==> config.mk <==
export PLATFORM = sky130hd
export DESIGN_NAME = guard_timer
export DESIGN_NICKNAME = d
export VERILOG_FILES = /design/src/rtl/guard_timer_pkg.sv /design/src/rtl/guard_span.sv /design/src/rtl/guard_count.sv /design/src/rtl/guard_regs.sv /design/src/rtl/guard_timer.sv
export SDC_FILE = /design/constraint.sdc
export NUM_CORES = 1
export LEC_CHECK = 0
export CAP_MARGIN = 30
export CORE_MARGIN = 8
export CORE_UTILIZATION = 49
export DETAILED_ROUTE_END_ITERATION = 10
export PLACE_DENSITY = 0.77
export SLEW_MARGIN = 10
export SYNTH_ARGS = -nofsm -noshare
export SYNTH_HDL_FRONTEND = slang
export SYNTH_SLANG_ARGS = --single-unit
export TNS_END_PERCENT = 20
==> constraint.sdc <==
create_clock -name clk -period 4.8 [get_ports clk]
set_input_delay 0.48 -clock clk [delete_from_list [all_inputs] [get_ports clk]]
set_output_delay 0.48 -clock clk [all_outputs]
set_load 0.03 [all_outputs]
==> src/rtl/guard_timer_pkg.sv <==
`timescale 1ns/1ps
package guard_timer_pkg;

    localparam int REG_ADDR_W   = 2;
    localparam int WARN_CODE_W  = 5;
    localparam int FINAL_CODE_W = 3;
    localparam int WARN_CODE_TOP = 16;

    localparam logic [15:0] ARM_KEY  = 16'h5AA5;
    localparam logic [15:0] KICK_KEY = 16'hCAFE;

    typedef enum logic [REG_ADDR_W-1:0] {
        REG_CFG   = 2'd0,
        REG_KICK  = 2'd1,
        REG_KEY   = 2'd2,
        REG_FLAGS = 2'd3
    } reg_sel_e;

    typedef enum logic {
        STG_WARN  = 1'b0,
        STG_FINAL = 1'b1
    } stage_e;

    typedef struct packed {
        logic [WARN_CODE_W-1:0]  warn_code;
        logic [FINAL_CODE_W-1:0] final_code;
        logic                    rst_allow;
        logic                    irq_allow;
        logic                    src_core;
        logic                    run;
    } cfg_t;

    typedef struct packed {
        logic final_hit;
        logic warn_hit;
    } flags_t;

    // Exponent of two for each warning code; codes past the top saturate.
    function automatic int warn_log2(input logic [WARN_CODE_W-1:0] code);
        case (code)
            5'd0:    return 6;
            5'd1:    return 8;
            5'd2:    return 10;
            5'd3:    return 11;
            5'd4:    return 12;
            5'd5:    return 13;
            5'd6:    return 14;
            5'd7:    return 15;
            5'd8:    return 17;
            5'd9:    return 19;
            5'd10:   return 21;
            5'd11:   return 22;
            5'd12:   return 23;
            5'd13:   return 25;
            5'd14:   return 27;
            5'd15:   return 29;
            default: return 31;
        endcase
    endfunction

    function automatic int final_log2(input logic [FINAL_CODE_W-1:0] code);
        return 7 + int'(code);
    endfunction

    function automatic logic [WARN_CODE_W-1:0] sat_warn(input logic [WARN_CODE_W-1:0] code);
        return (code > WARN_CODE_W'(WARN_CODE_TOP)) ? WARN_CODE_W'(WARN_CODE_TOP) : code;
    endfunction

endpackage

==> src/rtl/guard_span.sv <==
`timescale 1ns/1ps
module guard_span
    import guard_timer_pkg::*;
#(
    parameter int CNT_W      = 32,
    parameter int TIME_SHIFT = 0
) (
    input  logic [WARN_CODE_W-1:0]  warn_code,
    input  logic [FINAL_CODE_W-1:0] final_code,
    output logic [CNT_W-1:0]        warn_len,
    output logic [CNT_W-1:0]        final_len
);

    generate
        if (TIME_SHIFT == 0) begin : g_full
            always_comb begin
                warn_len  = CNT_W'(1) << warn_log2(warn_code);
                final_len = CNT_W'(1) << final_log2(final_code);
            end
        end else begin : g_scaled
            int warn_e;
            int final_e;
            always_comb begin
                warn_e  = warn_log2(warn_code) - TIME_SHIFT;
                final_e = final_log2(final_code) - TIME_SHIFT;
                if (warn_e < 0)  warn_e  = 0;
                if (final_e < 0) final_e = 0;
                warn_len  = CNT_W'(1) << warn_e;
                final_len = CNT_W'(1) << final_e;
            end
        end
    endgenerate

endmodule

==> src/rtl/guard_count.sv <==
`timescale 1ns/1ps
module guard_count
    import guard_timer_pkg::*;
#(
    parameter int CNT_W = 32
) (
    input  logic             clk,
    input  logic             rst,
    input  logic             run,
    input  logic             src_core,
    input  logic             rst_allow,
    input  logic             ext_tick,
    input  logic             kick,
    input  logic [CNT_W-1:0] warn_len,
    input  logic [CNT_W-1:0] final_len,
    output logic             warn_hit,
    output logic             final_hit,
    output logic             rst_req
);

    stage_e           stage_q;
    logic [CNT_W-1:0] count_q;
    logic             step;
    logic             at_end;
    logic [CNT_W-1:0] span_last;

    always_comb begin
        step      = run && (src_core || ext_tick);
        span_last = (stage_q == STG_WARN) ? (warn_len - CNT_W'(1)) : (final_len - CNT_W'(1));
        at_end    = (count_q >= span_last);
        warn_hit  = step && !kick && at_end && (stage_q == STG_WARN);
        final_hit = step && !kick && at_end && (stage_q == STG_FINAL);
    end

    always_ff @(posedge clk) begin
        if (rst) begin
            stage_q <= STG_WARN;
            count_q <= '0;
            rst_req <= 1'b0;
        end else begin
            rst_req <= final_hit && rst_allow;
            if (!run || kick) begin
                stage_q <= STG_WARN;
                count_q <= '0;
            end else if (step) begin
                if (at_end) begin
                    count_q <= '0;
                    stage_q <= (stage_q == STG_WARN) ? STG_FINAL : STG_WARN;
                end else begin
                    count_q <= count_q + CNT_W'(1);
                end
            end
        end
    end

    AST_IDLE_CLEAR: assert property (@(posedge clk) disable iff (rst) !run |=> (count_q == '0));
    AST_KICK_RELOAD: assert property (@(posedge clk) disable iff (rst) kick |=> (count_q == '0 && stage_q == STG_WARN));
    AST_RST_SINGLE: assert property (@(posedge clk) disable iff (rst) rst_req |=> !rst_req);
    AST_RST_RESTARTS: assert property (@(posedge clk) disable iff (rst) rst_req |-> (count_q == '0 && stage_q == STG_WARN));
    AST_TICK_HOLD: assert property (@(posedge clk) disable iff (rst) (run && !src_core && !ext_tick && !kick) |=> $stable(count_q));

endmodule

==> src/rtl/guard_regs.sv <==
`timescale 1ns/1ps
module guard_regs
    import guard_timer_pkg::*;
#(
    parameter int DATA_W = 32
) (
    input  logic                  clk,
    input  logic                  rst,
    input  logic                  wr,
    input  logic [REG_ADDR_W-1:0] addr,
    input  logic [DATA_W-1:0]     wdata,
    input  logic                  warn_hit,
    input  logic                  final_hit,
    output logic [DATA_W-1:0]     rdata,
    output cfg_t                  cfg,
    output flags_t                flags,
    output logic                  kick
);

    logic armed_q;
    logic prot_wr;
    logic key_wr;
    logic cfg_wr;
    logic [1:0] clr;
    cfg_t cfg_next;

    always_comb begin
        key_wr  = wr && (addr == REG_KEY);
        cfg_wr  = wr && (addr == REG_CFG);
        prot_wr = cfg_wr || (wr && (addr == REG_KICK));
        kick    = wr && (addr == REG_KICK) && armed_q && (wdata == DATA_W'(KICK_KEY));
        clr     = (wr && (addr == REG_FLAGS)) ? wdata[1:0] : 2'b00;

        cfg_next.run        = wdata[0];
        cfg_next.src_core   = wdata[1];
        cfg_next.irq_allow  = wdata[2];
        cfg_next.rst_allow  = wdata[3];
        cfg_next.final_code = wdata[6:4];
        cfg_next.warn_code  = sat_warn(wdata[12:8]);
    end

    always_ff @(posedge clk) begin
        if (rst) begin
            armed_q <= 1'b0;
            cfg     <= '0;
            flags   <= '0;
        end else begin
            if (key_wr)
                armed_q <= (wdata == DATA_W'(ARM_KEY));
            else if (prot_wr)
                armed_q <= 1'b0;
            if (cfg_wr && armed_q)
                cfg <= cfg_next;
            flags <= (flags & ~flags_t'(clr)) | flags_t'({final_hit, warn_hit});
        end
    end

    always_comb begin
        rdata = '0;
        case (reg_sel_e'(addr))
            REG_CFG: begin
                rdata[0]    = cfg.run;
                rdata[1]    = cfg.src_core;
                rdata[2]    = cfg.irq_allow;
                rdata[3]    = cfg.rst_allow;
                rdata[6:4]  = cfg.final_code;
                rdata[12:8] = cfg.warn_code;
            end
            REG_KEY:   rdata[0]   = armed_q;
            REG_FLAGS: rdata[1:0] = flags;
            default:   rdata      = '0;
        endcase
    end

    AST_ARM_SPENT: assert property (@(posedge clk) disable iff (rst) (armed_q && prot_wr) |=> !armed_q);
    AST_LOCKED_CFG: assert property (@(posedge clk) disable iff (rst) (!armed_q && cfg_wr) |=> $stable(cfg));
    AST_WARN_SOURCE: assert property (@(posedge clk) disable iff (rst) $rose(flags.warn_hit) |-> $past(warn_hit));
    AST_CODE_SAT: assert property (@(posedge clk) disable iff (rst) cfg.warn_code <= WARN_CODE_W'(WARN_CODE_TOP));

endmodule

==> src/rtl/guard_timer.sv <==
`timescale 1ns/1ps
module guard_timer
    import guard_timer_pkg::*;
#(
    parameter int DATA_W     = 32,
    parameter int CNT_W      = 32,
    parameter int TIME_SHIFT = 0
) (
    input  logic                  clk,
    input  logic                  rst,
    input  logic                  bus_wr,
    input  logic [REG_ADDR_W-1:0] bus_addr,
    input  logic [DATA_W-1:0]     bus_wdata,
    output logic [DATA_W-1:0]     bus_rdata,
    input  logic                  ext_tick,
    output logic                  irq_o,
    output logic                  rst_req_o
);

    cfg_t             cfg;
    flags_t           flags;
    logic             kick;
    logic             warn_hit;
    logic             final_hit;
    logic [CNT_W-1:0] warn_len;
    logic [CNT_W-1:0] final_len;

    guard_regs #(.DATA_W(DATA_W)) u_regs (
        .clk       (clk),
        .rst       (rst),
        .wr        (bus_wr),
        .addr      (bus_addr),
        .wdata     (bus_wdata),
        .warn_hit  (warn_hit),
        .final_hit (final_hit),
        .rdata     (bus_rdata),
        .cfg       (cfg),
        .flags     (flags),
        .kick      (kick)
    );

    guard_span #(.CNT_W(CNT_W), .TIME_SHIFT(TIME_SHIFT)) u_span (
        .warn_code  (cfg.warn_code),
        .final_code (cfg.final_code),
        .warn_len   (warn_len),
        .final_len  (final_len)
    );

    guard_count #(.CNT_W(CNT_W)) u_count (
        .clk       (clk),
        .rst       (rst),
        .run       (cfg.run),
        .src_core  (cfg.src_core),
        .rst_allow (cfg.rst_allow),
        .ext_tick  (ext_tick),
        .kick      (kick),
        .warn_len  (warn_len),
        .final_len (final_len),
        .warn_hit  (warn_hit),
        .final_hit (final_hit),
        .rst_req   (rst_req_o)
    );

    assign irq_o = flags.warn_hit && cfg.irq_allow;

endmodule

-- After elaboration in Yosys (flattened, before gate mapping)
Memory sizes are Yosys's and may differ from the RTL's. A register that Yosys moved wholly into a read port is not among the register bits.
Cells that the tools add are included.
- bits in writable memories: 0
- latch bits: 0
- memories kept: 1
- output and inout port bits: 34
- bits in registers: 49
- memory bits (read-only): 80
- bits of input ports: 38
- word-level logic and storage cells: 67
- memory list (memory ; words ; bits a word ; rd ports ; clocked after memory_dff ; write ports ; line ; source):
    (name not given) ; 16 ; 5 ; 1 ; 1 ; 0 ; guard_timer_pkg.sv:40 ; case (code)
- multipliers: 0
- reductions and logical operators: 23
- eq/ne operators: 5
- shift-type cells: 2
- divide/modulo/power cells: 0
- magnitude comparators: 2
- muxes and demuxes: 14
- $add $sub $neg: 4
- bitwise gates (word level): 4
- operators with widths (operator ; number):
    two-way mux 32 bit ; 3
    << shifter 1 x 32 -> 32 bit (first input constant) ; 2
    subtractor 32 x 1 -> 32 bit (second input constant) ; 2
    adder 32 x 1 -> 32 bit (second input constant) ; 1
    == test 32 x 15 -> 1 bit (second input constant) ; 1
    == test 32 x 16 -> 1 bit (second input constant) ; 1
    greater-or-equal comparator 32 bit ; 1
    two-way mux 5 bit ; 3
    logical AND 1 bit ; 14
    two-way mux 4 bit ; 2
    greater-than comparator 5 bit (second input constant) ; 1
    adder 3 x 3 -> 4 bit (first input constant) ; 1
    == test 2 bit (second input constant) ; 2
    logical OR 1 bit ; 3
    two-way mux 1 bit ; 3
    case mux 1 bit (3 select lines) ; 1
    AND 2 bit ; 1
    == test 2 x 1 -> 1 bit (second input constant) ; 1
    zero test 1 bit ; 2
    zero test 2 bit ; 1
    two-way mux 2 bit ; 1
    inverter 2 bit ; 1
    OR 2 bit ; 1
    case mux 1 bit (2 select lines) ; 1
    other kinds (4) ; 4

-- Logic depth before layout (Yosys ltp)
Gate-level depths: netlist (run 1).
- depth in word-level cells: 9
- gate-level depth with buffers: 22
- gate-level depth less buffers: 19

-- By module
A second synthesis (run 1) with hierarchy kept.
- cells, all modules: 665
- area total of the unflattened synthesis: 5172.5 um2
- by module, submodules not included (module ; times used ; sequential area each (um2) ; area an instance (um2) ; cells an instance):
    guard_count ; 1 ; 680.7 ; 3374.5 ; 420
    guard_regs ; 1 ; 300.3 ; 978.4 ; 126
    guard_span ; 1 ; 0.0 ; 813.3 ; 118
    guard_timer ; 1 ; 0.0 ; 6.3 ; 1

-- Worst setup path after synthesis (run 1)
No wires, ideal clock.
- path type: register -> register
- start point: reg u_count.stage_q
- end point: reg, netlist name u_regs.flags[0]
- setup time: 117 ps
- path buffers: 5
- arrival: 4451 ps
- slack: 232 ps
- cell stages (with the launch flop): 21
- period minus slack after synthesis: 4568 ps
- data required time: 4683 ps
- path through: dfxtp_1 > or2_2 > clkbuf_1 > o21ai_0 > clkbuf_1 > nand2_1 > or3_1 > ha_1 > buf_1 > clkbuf_1 > a22oi_1 > nor2_1 > a41oi_1 > ha_1 > and4_1 > a2111oi_2 > o31ai_1 > a2111oi_4 > a21oi_2 > buf_6 > a32o_1
- longest elaborated chain between the ends: 5
- elaborated cells on any way between the ends: 6
- those cells by class: 1 x order compare; 1 x mux; 2 x bitwise; 2 x reduce/logical
- RTL lines (what ; line ; source):
    from (decl) ; guard_count.sv:21 ; stage_e stage_q;
    from (signal assigned) ; guard_count.sv:48 ; stage_q <= (stage_q == STG_WARN) ? STG_FINAL : STG_WARN;
    two-way mux 32 bit ; guard_count.sv:29 ; span_last = (stage_q == STG_WARN) ? (warn_len - CNT_W'(1)) : (final_len - CNT_W'(1));
    greater-or-equal comparator 32 bit ; guard_count.sv:30 ; at_end = (count_q >= span_last);
    logical AND 1 bit ; guard_count.sv:31 ; warn_hit = step && !kick && at_end && (stage_q == STG_WARN);
    logical AND 1 bit (*) ; guard_count.sv:31 ;
    OR 2 bit (*) ; guard_regs.sv:54 ; flags <= (flags & ~flags_t'(clr)) | flags_t'({final_hit, warn_hit});
Mark *: on every way between the ends. The rest lies on a longest branch, timed or not.
A chain may end at the register's enable or synchronous reset.

-- Final worst setup path (run 1)
- start point: reg, netlist name u_regs.cfg[4]
- end point: reg u_count.count_q[19]
- longest elaborated chain between the ends: 6
- RTL lines (what ; line ; source):
    adder 3 x 3 -> 4 bit ; guard_timer_pkg.sv:62 ; return 7 + int'(code);
    << shifter 1 x 32 -> 32 bit ; guard_span.sv:18 ; final_len = CNT_W'(1) << final_log2(final_code);
    subtractor 32 x 1 -> 32 bit ; guard_count.sv:29 ;
    two-way mux 32 bit ; guard_count.sv:29 ;
    greater-or-equal comparator 32 bit ; guard_count.sv:30 ;
    two-way mux 32 bit ; guard_count.sv:46 ; if (at_end) begin
    to (signal assigned) ; guard_count.sv:50 ; count_q <= count_q + CNT_W'(1);
    to (decl) ; guard_count.sv:22 ; logic [CNT_W-1:0] count_q;
Every way passes these cells.

==> out/summary.txt, run 1 <==
RePlAce Congestion: 0.896
DIE AREA: 12100 um^2
Largest net degree at the start of global routing: 33
Worst R2R Setup Slack: 0.34 ns
Clock share of power: 0.377
Leakage: 1.94 nW
DR DRC count: 0
Layout cells sized above 1: 0.110
GRT Residual Overflow: 0
Ys async rst share: 0
Area of the multi-input gates: 3030 um^2
Global-route wire length before repair: 18.3 mm
Max-cap violations: 0
CTS Root Cell: clkbuf_8
Synthesis warning total: 0
Sw power: 0.000196 W
CP max stage delay: 0.42 ns
Routed wire per std cell: 15.6 um
Worst path most repeated cell: ha_1
Max VDD drop: 0.000172 V
Avg Vias per Cell: 5.73
Distinct cells, synth: 61
Hold-critical path depth: 2
Critical-path top delay cell: dfxtp_1
CTS tree: done
Post-synthesis average cell area: 8.03 um^2
DRT Pass-1 Iters: 4
Port Buf Inserts: 51
ANT cells: 0
Cells after synthesis: 541
Total number of vias: 3994
Critical path, cell by cell: inv_1 > ha_1 > xnor2_1 > o2bb2ai_1 > nand2_1 > or3_1 > ha_2 > nor3_1 > a22oi_1 > nor2_1 > a41oi_1 > ha_1 > a21o_1 > a2111oi_2 > o31ai_1 > a2111oi_4 > a21oi_4 > buf_12 > nor3_2
Int Pwr: 0.000636 W
Reg2Reg Depth: 19
Period minus WS final: 4.46 ns
Critical Path RT: 5.03 ns
Synth-to-Final Area Change: 16.0%
Rel. slew slack: 0.528
Synth Flop Type: dfxtp_1
CP max FO: 29
Tot GR Track Use: 0.184
Total negative setup slack: 0 ns
Switch share: 0.236
Worst min path class: reg -> reg
Io pins: 72
Final Power: 0.000833 W
Final wirelength: 10.8 mm
Fillcell total: 798
Nets@finish: 670
Die width: 110 um
TritonCTS Buffers: 5
End-of-flow core utilization: 0.581
Seq/Total Area, Yosys: 0.249
Iteration-0 DRC Markers: 212
Max Freq: 0.224 GHz
Worst setup SP type: flip-flop
Worst r2r dst: u_count.count_q[19]$_SDFFE_PP0P_
Clk slew on worst S/H paths: 0.11 ns
Max Clock Skew: 0.0110 ns
Final setup fails: 0
Initial antenna violation count: 0
Clk_lat worst skew: 0.31 ns
FF-to-FF Start: u_regs.cfg[4]$_SDFFE_PP0P_
DRT antenna net count: 0
RSZ-0062 raised after global routing: no
Pwr dens: 165 nW/um^2
CTS Buffer Depth: 2
WHS Endpoint: u_regs.cfg[3]$_SDFFE_PP0P_
Number of global-route vias before repair: 3972
CP endpoint kind: flip-flop
Total area of sequential cells: 1080 um^2
Hold Vio Cnt, Final: 0
Die Y-Extent: 110 um
Synth Cell Area: 4350 um^2
Comb pwr share: 0.085
Pins over their slew limit: 0
Hold Startpoint: u_regs.cfg[3]$_SDFFE_PP0P_
Post-synth EDFFs: 0
Hold buffers post-CTS: 0
Crit path max-delay family: compound AO/OA/AOI/OAI gates
Htree depth: 2
Clock Sinks: 54
Worst Max-Slew Pin Slew: 0.706 ns
Post-DP HPWL: 8.63 mm
Crit path kind: reg -> reg
Fin crit share: 0.928
Synth Register Bits: 54
Crit path buffers/inverters: 2
Row Count: 34
Status: finished clean
Starting Density: 0.501
Core area: 8680 um^2
Worst path arrival time: 4.69 ns
Reg power frac: 0.538
-- cell usage after synthesis, drive strengths merged, types with 4 or more instances --
library cell	n	area share
xor2	14	0.028
nand2b	7	0.010
dfxtp	54	0.25
nand4	12	0.017
buf	28	0.047
a21o	7	0.012
ha	44	0.13
nand2	68	0.059
and3	8	0.012
nor2b	4	0.0058
nor3b	6	0.012
nand3	26	0.030
a21oi	43	0.050
o21ai	16	0.021
clkbuf	16	0.014
inv	15	0.013
xnor2	18	0.036
a22oi	9	0.016
nor2	40	0.035
and4	4	0.0081
or3	4	0.0058
o22ai	6	0.0086
nor3	38	0.076
and2	11	0.016
nor4	7	0.017
-- logic make-up (layout without fill, tap and decap cells) --
| kind of cell | Yosys count | in the layout | synth area share |
|---|---|---|---|
| multiplexers | 4 | 4 | 0.00979 |
| XOR/XNOR | 32 | 32 | 0.0645 |
| adder cells (fa/ha/maj) | 44 | 44 | 0.127 |
| buffers and inverters | 59 | 88 | 0.0734 |
| flip-flops | 54 | 54 | 0.249 |
| other | 2 | 21 | 0.00173 |
| AND/OR/NAND/NOR | 243 | 243 | 0.318 |
| AO/OA/AOI/OAI | 103 | 103 | 0.157 |
-- per-layer routing --
metal  GRT usage  vias to the layer above  part of all wire
met1       0.220                     1867              0.44
met4      0.0504                        0             0.015
met3      0.0570                       16             0.067
li1            -                     1985                 -
met5           0                        -                 0
met2       0.313                      126              0.48
-- worst max-delay path by stage --
stage                                 startpoint  depth (start not counted)  slack, ns                                to
floorplan           u_count.stage_q$_SDFFE_PP0P_                         20       0.23        u_regs.flags[0]$_SDFF_PP0_
global placement      u_regs.cfg[4]$_SDFFE_PP0P_                         19       0.41  u_count.count_q[25]$_SDFFE_PP0P_
detailed placement    u_regs.cfg[4]$_SDFFE_PP0P_                         19       0.21  u_count.count_q[19]$_SDFFE_PP0P_
CTS                   u_regs.cfg[4]$_SDFFE_PP0P_                         19       0.17  u_count.count_q[11]$_SDFFE_PP0P_
global route          u_regs.cfg[4]$_SDFFE_PP0P_                         19      0.004  u_count.count_q[28]$_SDFFE_PP0P_
finish                u_regs.cfg[4]$_SDFFE_PP0P_                         19       0.34  u_count.count_q[19]$_SDFFE_PP0P_
-- cell type report --
| class | instances | share of cell area |
|---|---|---|
| Multi-Input combinational cell | 447 | 0.601 |
| Clock inverter | 3 | 0.00868 |
| Timing Repair Buffer | 65 | 0.125 |
| Clock buffer | 5 | 0.0136 |
| Inverter | 15 | 0.0112 |
| Tap cell | 108 | 0.0268 |
| Sequential cell | 54 | 0.214 |
-- sequential cells by signal, summed over array words and instances, names as in the netlist, named ones only --
register	flops
u_count.stage_q	1
u_regs.armed_q	1
u_count.count_q	32
u_regs.flags	2
u_regs.cfg	12
u_count.rst_req	1
-- cells in the final DEF, fill, tap and decap left out, types with 4 or more instances in the layout --
cell type,instances
nand2_1,68
inv_1,14
conb_1,21
and2_1,11
a22oi_1,9
and4_1,4
xor2_1,14
xnor2_1,18
a21o_1,6
nand4_1,12
dfxtp_1,54
clkdlybuf4s50_1,51
clkbuf_8,5
nor2b_1,4
o21ai_0,14
o22ai_1,6
or3_1,4
nor3_2,28
nor3_1,10
a21oi_1,42
ha_1,43
nor2_1,39
nor4_1,5
and3_1,8
nand2b_1,7
nor3b_1,5
buf_4,13
nand3_1,26
-- worst register-to-register path, stage by stage (launching register included) --
cell and delay [ns]:
dfxtp_1 0.42, inv_1 0.07, ha_1 0.20, xnor2_1 0.20
o2bb2ai_1 0.19, nand2_1 0.13, or3_1 0.34, ha_2 0.27
nor3_1 0.22, a22oi_1 0.11, nor2_1 0.11, a41oi_1 0.06
ha_1 0.34, a21o_1 0.21, a2111oi_2 0.36, o31ai_1 0.20
a2111oi_4 0.41, a21oi_4 0.14, buf_12 0.20, nor3_2 0.21
-- metrics by stage --
step | setup slack [ns] | cells | cell area, um^2 | hold WS, ns
floorplan | 0.232 | 560 | 4420 | 0.440
finish | 0.343 | 697 | 5040 | 0.490
detailed placement | 0.211 | 688 | 4920 | 0.476
global route | 0.00403 | 697 | 5040 | 0.527
CTS | 0.172 | 696 | 5030 | 0.492
global placement | 0.415 | 688 | 4920 | 0.456
-- power by group through the flow --
stage / logic, W / clock network, W / registers [W]
after detailed placement: 0.0000701 / 0 / 0.000458
after global routing: 0.0000760 / 0.000341 / 0.000448
after CTS: 0.0000704 / 0.000322 / 0.000448
after floorplan: 0.0000451 / 0 / 0.000458
after global placement: 0.0000692 / 0 / 0.000458
final: 0.0000711 / 0.000314 / 0.000448
-- what timing repair did --
item	CTS	global route
setup endpoints to repair	0	30
endpoints found under the hold margin	0	0
gates resized for setup	0	2
buffers inserted	0	1
(Power assumes the default switching activity.)
==> run 2: changes to the inputs <==
--- a/config.mk
+++ b/config.mk
@@ -8,5 +8,6 @@
 export CAP_MARGIN = 30
 export CORE_MARGIN = 8
-export CORE_UTILIZATION = 49
+export CORE_UTILIZATION = 50
+export CTS_CLUSTER_DIAMETER = 150
 export DETAILED_ROUTE_END_ITERATION = 10
 export PLACE_DENSITY = 0.77
@@ -14,4 +15,5 @@
 export SYNTH_ARGS = -nofsm -noshare
 export SYNTH_HDL_FRONTEND = slang
+export SYNTH_HIERARCHICAL = 1
 export SYNTH_SLANG_ARGS = --single-unit
 export TNS_END_PERCENT = 20
==> constraint.sdc (replaced) <==
create_clock -name clk -period 4.8 [get_ports clk]
set_input_delay 1.2 -clock clk [delete_from_list [all_inputs] [get_ports clk]]
set_output_delay 1.2 -clock clk [all_outputs]
set_load 0.03 [all_outputs]
==> run 2 against run 1 <==
Highest routed layer unchanged. Clock skew shrank 0.0040 ns. Largest cell class unchanged. Register-to-register slack lost 0.19 ns. Critical path depth up 3. Count of clock-buffer cells in the layout unchanged. Critical path type unchanged.
==> out/summary.txt, run 2 <==
Clock Sinks: 49
Hold Vio Cnt, Final: 0
Area leader, netlist: dfxtp_1
Critical path, cell by cell: ha_4 > mux2i_4 > a32oi_4 > buf_6 > nor3b_4 > or3_4 > a222oi_1 > buf_4 > nand4_4 > nor4_2 > xor2_1 > mux2i_1 > ha_1 > nand4_1 > nor3_2 > a22o_1 > a2111oi_4 > buf_4 > a21oi_4 > and3b_1 > a21oi_1 > nor2_1
Starting Density: 0.508
Port Buf Inserts: 51
Critical-path top delay cell: dfxtp_4
Post-synth EDFFs: 0
Ys async rst share: 0
Tot GR Track Use: 0.179
Biggest regs: u_count/count_q x32, u_regs/cfg x12, u_regs/flags x2
Number of global-route vias before repair: 4661
Final wirelength: 13.0 mm
Core area: 10200 um^2
Die Y-Extent: 118 um
Critical Path RT: 4.98 ns
Clk_lat worst skew: 0.31 ns
Post-DP HPWL: 10.3 mm
Int Pwr: 0.000552 W
Synthesis warning total: 6
Pwr dens: 124 nW/um^2
CP max FO: 8
Seq/Total Area, Yosys: 0.190
Final setup fails: 0
Area of the multi-input gates: 4070 um^2
RSZ-0062 raised after global routing: yes
Max-cap violations: 0
Worst R2R Setup Slack: 0.15 ns
Io pins: 72
Commonest cells after routing, fill and taps aside: nand2_1 (59), nor3_1 (52), clkdlybuf4s50_1 (51)
Worst setup SP type: flip-flop
Biggest register: u_count/count_q
DRT Pass-1 Iters: 4
TritonCTS Buffers: 5
Synth Register Bits: 49
Fillcell total: 899
Initial antenna violation count: 0
Avg Vias per Cell: 5.44
CP max stage delay: 0.40 ns
DR DRC count: 0
ANT cells: 0
Status: finished clean
Comb pwr share: 0.129
Yosys top cell area share: 0.190
Pins over their slew limit: 0
Max VDD drop: 0.0000972 V
Total area of sequential cells: 996 um^2
Synth-to-Final Area Change: 19.6%
Clock share of power: 0.342
Fin crit share: 0.968
Switch share: 0.279
Worst min path class: reg -> reg
Worst Max-Slew Pin Slew: 0.828 ns
DRT antenna net count: 0
Max Freq: 0.215 GHz
Top post-synthesis cells by count: nand2_1 (59), nor3_1 (59), buf_4 (53)
CP endpoint kind: flip-flop
Row Count: 37
Worst path arrival time: 4.83 ns
Distinct cells, synth: 71
Hold buffers post-CTS: 0
Die width: 118 um
Period minus WS final: 4.65 ns
GRT Residual Overflow: 0
Crit path kind: reg -> reg
Synth Flop Type: dfxtp_1
Global-route wire length before repair: 21.4 mm
RePlAce Congestion: 0.897
Largest cells by area after synthesis: dfxtp_1 (19%), ha_1 (11%), buf_4 (7.7%)
Total number of vias: 4748
Sw power: 0.000213 W
Cells after synthesis: 665
DIE AREA: 13900 um^2
Largest net degree at the start of global routing: 34
Max FFs per register: 32
Worst path most repeated cell: buf_4
Leakage: 2.21 nW
Rel. slew slack: 0.442
Hold slack: 0.472 ns
Commonest non-fill, non-tap cell in the layout: nand2_1
Final Power: 0.000765 W
Clk slew on worst S/H paths: 0.10 ns
Post-synthesis average cell area: 7.78 um^2
CTS Buffer Depth: 2
Nets@finish: 818
Iteration-0 DRC Markers: 323
CTS tree: done
Reg power frac: 0.529
CTS Root Cell: clkbuf_8
Layout cells sized above 1: 0.147
Routed wire per std cell: 14.9 um
Htree depth: 2
Max Clock Skew: 0.00696 ns
Synth Cell Area: 5170 um^2
run 2: metal layers:
layer | track usage | share of wire
met4 | 0.0440 | 0.012
met2 | 0.318 | 0.49
met1 | 0.211 | 0.44
met5 | 0 | 0
met3 | 0.0446 | 0.056
run 2: area by class of cell:
type	instances	area share
flip-flops and latches	49	0.161
clock buffers	5	0.0111
repair buffers	89	0.131
inverters	12	0.00769
clock inverters	3	0.00405
multi-input cells	578	0.657
well taps	136	0.0275
run 2: repair_timing:
action | CTS | global route
setup buffers | 0 | 9
pin swaps | 1 | 21
setup endpoints to repair | 33 | 36
gates resized for setup | 14 | 41
cloned | 0 | 1
run 2: path summary, 6_finish.rpt:
path,start,to,depth (start not counted)
min reg2reg,u_regs/cfg[2]$_SDFFE_PP0P_,u_regs/cfg[2]$_SDFFE_PP0P_,2
max reg2reg,u_regs/cfg[7]$_SDFFE_PP0P_,u_regs/flags[1]$_SDFF_PP0_,22
max,u_regs/cfg[7]$_SDFFE_PP0P_,u_regs/flags[1]$_SDFF_PP0_,22
min,u_regs/cfg[2]$_SDFFE_PP0P_,u_regs/cfg[2]$_SDFFE_PP0P_,2
run 2: logic make-up after synthesis:
| family | count (synthesis) | synth area share |
|---|---|---|
| simple gates | 312 | 0.331 |
| compound gates | 78 | 0.0975 |
| buf+inv | 86 | 0.105 |
| mux | 34 | 0.0663 |
| xor+xnor | 59 | 0.0999 |
| fa+ha+maj | 45 | 0.109 |
| other cells | 2 | 0.00145 |
| flops | 49 | 0.190 |
run 2: power groups by stage:
stage / clock network, W / logic, W / registers, W
floorplan: 0 / 0.0000824 / 0.000416
global placement: 0 / 0.0000919 / 0.000416
detailed placement: 0 / 0.0000938 / 0.000416
CTS: 0.000270 / 0.0000943 / 0.000406
global route: 0.000286 / 0.000108 / 0.000405
finish: 0.000262 / 0.0000986 / 0.000404
run 2: metrics by stage:
| step | cell area, um^2 | worst slack [ns] | cells | utilization | setup TNS, ns |
|---|---|---|---|---|---|
| finish | 6190 | 0.153 | 872 | 0.607 | 0 |
| CTS | 5920 | 0.00926 | 862 | 0.581 | 0 |
| floorplan | 5350 | 0.252 | 713 | - | 0 |
| detailed placement | 5750 | -0.274 | 854 | 0.565 | -6.32 |
| global route | 6190 | -0.0906 | 872 | 0.607 | -0.839 |
| global placement | 5750 | -0.0465 | 854 | 0.565 | -1.27 |
run 2: critical path, delay by kind of cell (launching register included):
family                   cells  cell delay (ns)
AO/OA/AOI/OAI                6             1.14
XOR/XNOR                     1             0.19
adder cells (fa/ha/maj)      2             0.45
buffers and inverters        3             0.54
flip-flops                   1             0.40
multiplexers                 2             0.30
AND/OR/NAND/NOR              8             1.46
